[src/rtl/fwd_select.sv]
module fwd_select #(
  parameter int NUM_REGS = 8
) (
  input  logic [$clog2(NUM_REGS)-1:0] ex_a_idx,
  input  logic [$clog2(NUM_REGS)-1:0] ex_b_idx,
  input  logic                        exm_lo_we,
  input  logic [$clog2(NUM_REGS)-1:0] exm_lo_idx,
  input  logic                        exm_hi_we,
  input  logic [$clog2(NUM_REGS)-1:0] exm_hi_idx,
  input  logic                        mwb_lo_we,
  input  logic [$clog2(NUM_REGS)-1:0] mwb_lo_idx,
  input  logic                        mwb_hi_we,
  input  logic [$clog2(NUM_REGS)-1:0] mwb_hi_idx,
  input  logic [$clog2(NUM_REGS)-1:0] mem_data_idx,
  input  logic [$clog2(NUM_REGS)-1:0] mem_addr_idx,
  output logic [2:0]                  alu_a_sel,
  output logic [2:0]                  alu_b_sel,
  output logic [1:0]                  mem_data_sel,
  output logic [1:0]                  mem_addr_sel
);
  localparam int IW = $clog2(NUM_REGS);

  function automatic logic [2:0] alu_pick(input logic [IW-1:0] src,
      input logic elw, input logic [IW-1:0] eli,
      input logic ehw, input logic [IW-1:0] ehi,
      input logic mlw, input logic [IW-1:0] mli,
      input logic mhw, input logic [IW-1:0] mhi);
    if (elw && eli == src)      return 3'd1;
    else if (ehw && ehi == src) return 3'd2;
    else if (mlw && mli == src) return 3'd3;
    else if (mhw && mhi == src) return 3'd4;
    else                        return 3'd0;
  endfunction

  function automatic logic [1:0] mem_pick(input logic [IW-1:0] reg_idx,
      input logic mlw, input logic [IW-1:0] mli,
      input logic mhw, input logic [IW-1:0] mhi);
    if (mlw && mli == reg_idx)      return 2'd1;
    else if (mhw && mhi == reg_idx) return 2'd2;
    else                            return 2'd0;
  endfunction

  assign alu_a_sel = alu_pick(ex_a_idx, exm_lo_we, exm_lo_idx, exm_hi_we, exm_hi_idx,
                              mwb_lo_we, mwb_lo_idx, mwb_hi_we, mwb_hi_idx);
  assign alu_b_sel = alu_pick(ex_b_idx, exm_lo_we, exm_lo_idx, exm_hi_we, exm_hi_idx,
                              mwb_lo_we, mwb_lo_idx, mwb_hi_we, mwb_hi_idx);

  assign mem_data_sel = mem_pick(mem_data_idx, mwb_lo_we, mwb_lo_idx, mwb_hi_we, mwb_hi_idx);
  assign mem_addr_sel = mem_pick(mem_addr_idx, mwb_lo_we, mwb_lo_idx, mwb_hi_we, mwb_hi_idx);
endmodule

[config.mk]
export PLATFORM = sky130hd
export DESIGN_NAME = fwd_select
export DESIGN_NICKNAME = d
export VERILOG_FILES = /design/src/rtl/fwd_select.sv
export SDC_FILE = /design/constraint.sdc
export NUM_CORES = 1
export LEC_CHECK = 0
export ABC_AREA = 1
export BUFFER_PORTS_ARGS = -buffer_cell sky130_fd_sc_hd__buf_2
export CELL_PAD_IN_SITES_DETAIL_PLACEMENT = 0
export CELL_PAD_IN_SITES_GLOBAL_PLACEMENT = 2
export CORE_ASPECT_RATIO = 1.1
export CORE_UTILIZATION = 19
export DETAILED_ROUTE_END_ITERATION = 8
export PLACE_DENSITY_LB_ADDON = 0.1
export SYNTH_ARGS = -nofsm -noshare
export SYNTH_HDL_FRONTEND = slang
export SYNTH_SLANG_ARGS = --single-unit
export TNS_END_PERCENT = 5
[constraint.sdc]
create_clock -name vclk -period 0.94
set_clock_uncertainty 0.05 [all_clocks]
set_input_delay 0.141 -clock vclk [all_inputs]
set_output_delay 0.141 -clock vclk [all_outputs]
set_load 0.02 [all_outputs]
==> metrics, run 1 <==
Via Count 1026; period utilization 1.14; 1st-pass router iterations 4; layout cell share with drive strength beyond 1 0.530; Register Area 0 sq um; # clk buffers 0; Synth Instances 156; Initial Util 0.201; Hold/Removal Path Class in2out; Crit path depth 8; slowest stage cell, crit path nor2_2; final hold vios 0; row count 22; max cap viols 0; layout net count 232; I/O pin total 38; Critical Path AT 880 ps; Final GP Congestion 0.758; unrepaired setup endpoints after global routing true; Initial DRC Count 42; CP Capture Type output pin; hpwl dp 2110 um; die area 3800 sq um; WP data required 750 ps; Setup Buffers After CTS 0; Fillers 387; fin area 1340 sq um; Core ar. 3360 sq um; DRC viols 0; Startpoint Class input pin; Post-Route Utilization 0.399; Post-Place Cells 250; ratio of total power to cell area 473 nW/um^2; post-route ant nets 0; fmax 935 MHz; critical path type in2out; placed inst area 995 sq um; Worst Path Buf+Inv 3; Seq/Total Area, Yosys 0; cts hold-fix bufs 0; pin count of the biggest net entering global routing 9; PnR worst setup slack -130 ps; status finished, violations left; Critical Path Fanout Max 5; syn_nets 184; max-slew violations 0; Cell Area, Synth 676 sq um; port bufs 38; GRT Total Usage 0.131; YS warnings 0; slew margin rel. 0.818; initial antenna violation count 0; failing checks negative setup slack; Routed WL 2500 um; LEAKAGE 0.740 nW; vias in the first global route 984; first-pass GRT wire length 3960 um; hold path depth 4; synthesized area per cell 4.33 sq um; peak supply drop 0.000157 V; sequential cells 0; pre-CTS WS -269 ps; Final TNS setup -1010 ps; die width 58.9 um; max incr delay on CP 150 ps; worst hold slack 621 ps; Layout area overhead 98.5%; Die Ht 64.5 um; worst path cell trace buf_6 -> inv_2 -> nand2_1 -> nand2_1 -> nor2_2 -> nand2_2 -> a21oi_2 -> buf_6; synth unique cells 15; total congestion overflow 0; fin cells 250; fin crit period 1070 ps; Top Family by Delay on Critical Path simple AND/OR/NAND/NOR gates; routed len/inst 9.98 um; Final setup viols 10; Worst Tran Pin Value 272 ps; Vias/cell 4.10; diodes inserted 0; total power 634 uW
cells in the mapped netlist (all sizes together):
cell,number,area share
nor2,25,0.15
nand4,2,0.019
a21oi,6,0.056
o21ai,1,0.0074
o211ai,1,0.011
nand2,82,0.46
nand3,6,0.044
buf,1,0.022
nor3,1,0.015
xnor2,5,0.065
xor2,1,0.013
inv,25,0.14
what timing repair did:
item	in CTS	in global routing
gates cloned	0	0
endpoints found under the setup margin	10	10
gates resized for setup	60	62
hold endpoints to repair	0	0
pin swaps	25	35
per-layer routing:
| layer | global-route usage | part of all wire | wire, um |
|---|---|---|---|
| met1 | 0.167 | 0.46 | 1150 |
| met2 | 0.254 | 0.51 | 1260 |
| met3 | 0.00399 | 0.033 | 82 |
| met4 | 0 | 0 | 0 |
| met5 | 0 | 0 | 0 |
cell usage in the layout, fill, tap and decap left out, types with 2 or more instances in the layout:
master and instances:
a21oi_2 4, buf_6 20, a21oi_1 2, nand3_1 3, xnor2_1 3, nand2_1 62, inv_6 5, inv_2 7
xnor2_2 2, inv_1 9, buf_12 2, buf_4 8, inv_4 3, nand2_2 20, buf_2 12, nand4_1 2
nand3_2 3, nor2_1 12, nor2_2 13, buf_8 5
path summary, 6_finish.rpt:
path                     startpoint               to  slack (ps)
worst max-delay path  mwb_lo_idx[0]     alu_b_sel[1]        -130
worst min-delay path      mwb_lo_we  mem_addr_sel[0]         620
cell families after synthesis:
kind of cell           Yosys count  share of synthesized area
AND/OR/NAND/NOR                116                      0.687
buffers and inverters           26                      0.161
AO/OA/AOI/OAI                    8                     0.0741
XOR/XNOR                         6                     0.0778
power by group:
part           switching [mW]  internal [mW]  total [mW]  leakage (nW)
sequential                  0              0           0             0
clock                       0              0           0             0
combinational           0.328          0.306       0.634         0.740
total                   0.328          0.306       0.634         0.740
layout make-up:
class | count | area (sq um) | area share
multi-input combinational | 130 | 687 | 0.512
inverter | 25 | 134 | 0.0998
tap | 48 | 60.1 | 0.0448
timing repair buffer | 47 | 460 | 0.343
Power figures use the tool's default switching activity.
==> run 2: changes to the inputs <==
--- a/constraint.sdc
+++ b/constraint.sdc
@@ -4,2 +4,2 @@
 set_output_delay 0.141 -clock vclk [all_outputs]
-set_load 0.02 [all_outputs]
+set_load 0.005 [all_outputs]
==> run 2 against run 1 <==
Net effect: the flow still finishes with violations (negative setup slack); hold slack got worse by 7.6 ps; first-iteration DRC count fell by 36%; combinational power fell by 19%; global-route usage rose by 0.071 points; non-clock buffer count fell by 3; die area did not move; final area fell by 14%; power fell by 19%; cell count fell by 1.2%; clock-buffer cell count did not move; sequential share of layout area did not move; flip-flop and latch count did not move; critical endpoint is now alu_a_sel[1]; highest routed layer is now met4.
==> metrics, run 2 (same netlist as run 1, synthesis figures left out) <==
WP data required 750 ps (about the same); pin count of the biggest net entering global routing 9 (unchanged); Final GP Congestion 0.746 (was 0.758); critical path type in2out (unchanged); Worst Tran Pin Value 200 ps (was 272 ps); placed inst area 956 sq um (was 995 sq um); layout net count 229 (was 232); PnR worst setup slack -111 ps (was -130 ps); Register Area 0 sq um (unchanged); fin crit period 1050 ps (was 1070 ps); Critical Path AT 860 ps (was 880 ps); # clk buffers 0 (unchanged); Critical Path Fanout Max 5 (unchanged); commonest non-fill, non-tap cells in the layout 73 x nand2_1, 25 x buf_2, 13 x nor2_2 (was 62 x nand2_1, 20 x nand2_2, 20 x buf_6); Post-Place Cells 247 (was 250); LEAKAGE 0.681 nW (was 0.740 nW); Startpoint Class input pin (unchanged); Initial DRC Count 27 (was 42); unrepaired setup endpoints after global routing true (unchanged); commonest non-fill, non-tap cell in the layout nand2_1 (unchanged); ratio of total power to cell area 445 nW/um^2 (was 473 nW/um^2); failing checks negative setup slack (unchanged); fin cells 247 (was 250); sequential cells 0 (unchanged); I/O pin total 38 (unchanged); final hold vios 0 (unchanged); max cap viols 0 (unchanged); fin area 1150 sq um (was 1340 sq um); pre-CTS WS -225 ps (was -269 ps); first-pass GRT wire length 3980 um (was 3960 um); 1st-pass router iterations 4 (unchanged); initial antenna violation count 0 (unchanged); Final setup viols 10 (unchanged); routed len/inst 9.86 um (was 9.98 um); min-delay src mem_addr_idx[0] (was mwb_lo_we); slew margin rel. 0.866 (was 0.818); die width 58.9 um (unchanged); CP Capture Type output pin (unchanged); total congestion overflow 0 (unchanged); DRC viols 0 (unchanged); Routed WL 2440 um (was 2500 um); port bufs 38 (unchanged); fmax 952 MHz (was 935 MHz); hpwl dp 2080 um (was 2110 um); Hold/Removal Path Class in2out (unchanged); max-slew violations 0 (unchanged); vias in the first global route 975 (was 984); diodes inserted 0 (unchanged); GRT Total Usage 0.132 (was 0.131); Initial Util 0.201 (unchanged); hold endpoint mem_addr_sel[1] (was mem_addr_sel[0]); Core ar. 3360 sq um (unchanged); layout cell share with drive strength beyond 1 0.457 (was 0.530); period utilization 1.12 (was 1.14); hold path depth 5 (was 4); Via Count 1024 (was 1026); peak supply drop 0.000188 V (was 0.000157 V); post-route ant nets 0 (unchanged); status finished, violations left (unchanged); Final TNS setup -794 ps (was -1010 ps); die area 3800 sq um (unchanged); Layout area overhead 70.9% (was 98.5%); Die Ht 64.5 um (unchanged); row count 22 (unchanged); Vias/cell 4.15 (was 4.10)
run 2: cell count changes in the layout (fill, tap and decap cells not counted), moves of 2 or more:
cell	change
buf_6	-16
inv_6	-3
nand3_2	-2
inv_1	+3
buf_12	-2
nand3_1	+2
nand2_1	+11
nand2_2	-11
inv_4	+2
nor2_4	+3
nor2_1	-3
buf_2	+13
buf_4	+3
run 2: worst max-delay path, cell delays in order:
cell     delay [ps]
buf_4           120
inv_2            40
nand2_1          50
nand2_1          90
nor2_4          130
nand2_2          70
a21oi_2         100
buf_2           110
run 2: final cells by class:
cell class / instances / area [sq um]
Timing Repair Buffer: 44 / 313
Tap cell: 48 / 60.1
Fill cell: 415 / 2200
Multi-Input combinational cell: 130 / 666
Inverter: 25 / 116
run 2: power by group:
part           internal (mW)  switching, mW
Clock                      0              0
Combinational          0.235          0.279
Sequential                 0              0
Total                  0.235          0.279
run 2: metal layers:
| layer | global-route usage | vias to the layer above | share of wire |
|---|---|---|---|
| met5 | 0 | - | 0 |
| met4 | 0.0149 | 0 | 0.0078 |
| met3 | 0.00998 | 2 | 0.056 |
| met2 | 0.247 | 30 | 0.50 |
| met1 | 0.165 | 433 | 0.43 |
| li1 | - | 559 | - |
run 2: how the worst max path moves through the flow:
stage / start / endpoint / slack, ps / depth (start not counted)
CTS: ex_b_idx[2] / alu_b_sel[0] / -150 / 9
global placement: ex_b_idx[0] / alu_b_sel[1] / -220 / 8
global route: mwb_lo_idx[0] / alu_a_sel[1] / -180 / 8
detailed placement: ex_b_idx[0] / alu_b_sel[1] / -230 / 8
finish: mwb_lo_idx[2] / alu_a_sel[1] / -110 / 8
floorplan: ex_b_idx[1] / alu_b_sel[2] / 90 / 6
run 2: what timing repair did:
item | CTS | global route
hold buffers | 0 | 0
endpoints found under the hold margin | 0 | 0
pin swaps | 13 | 20
setup buffers | 0 | 0
resized for setup | 27 | 43
endpoints found under the setup margin | 10 | 10
gates cloned | 0 | 0
run 2: stage by stage:
step           utilization  hold WS (ps)  power [mW]
6_report             0.344           614       0.514
5_1_grt              0.344           663       0.574
4_1_cts              0.308           615       0.451
3_5_place_dp         0.285           618       0.408
3_3_place_gp         0.285           623       0.408
2_1_floorplan            -           338       0.224
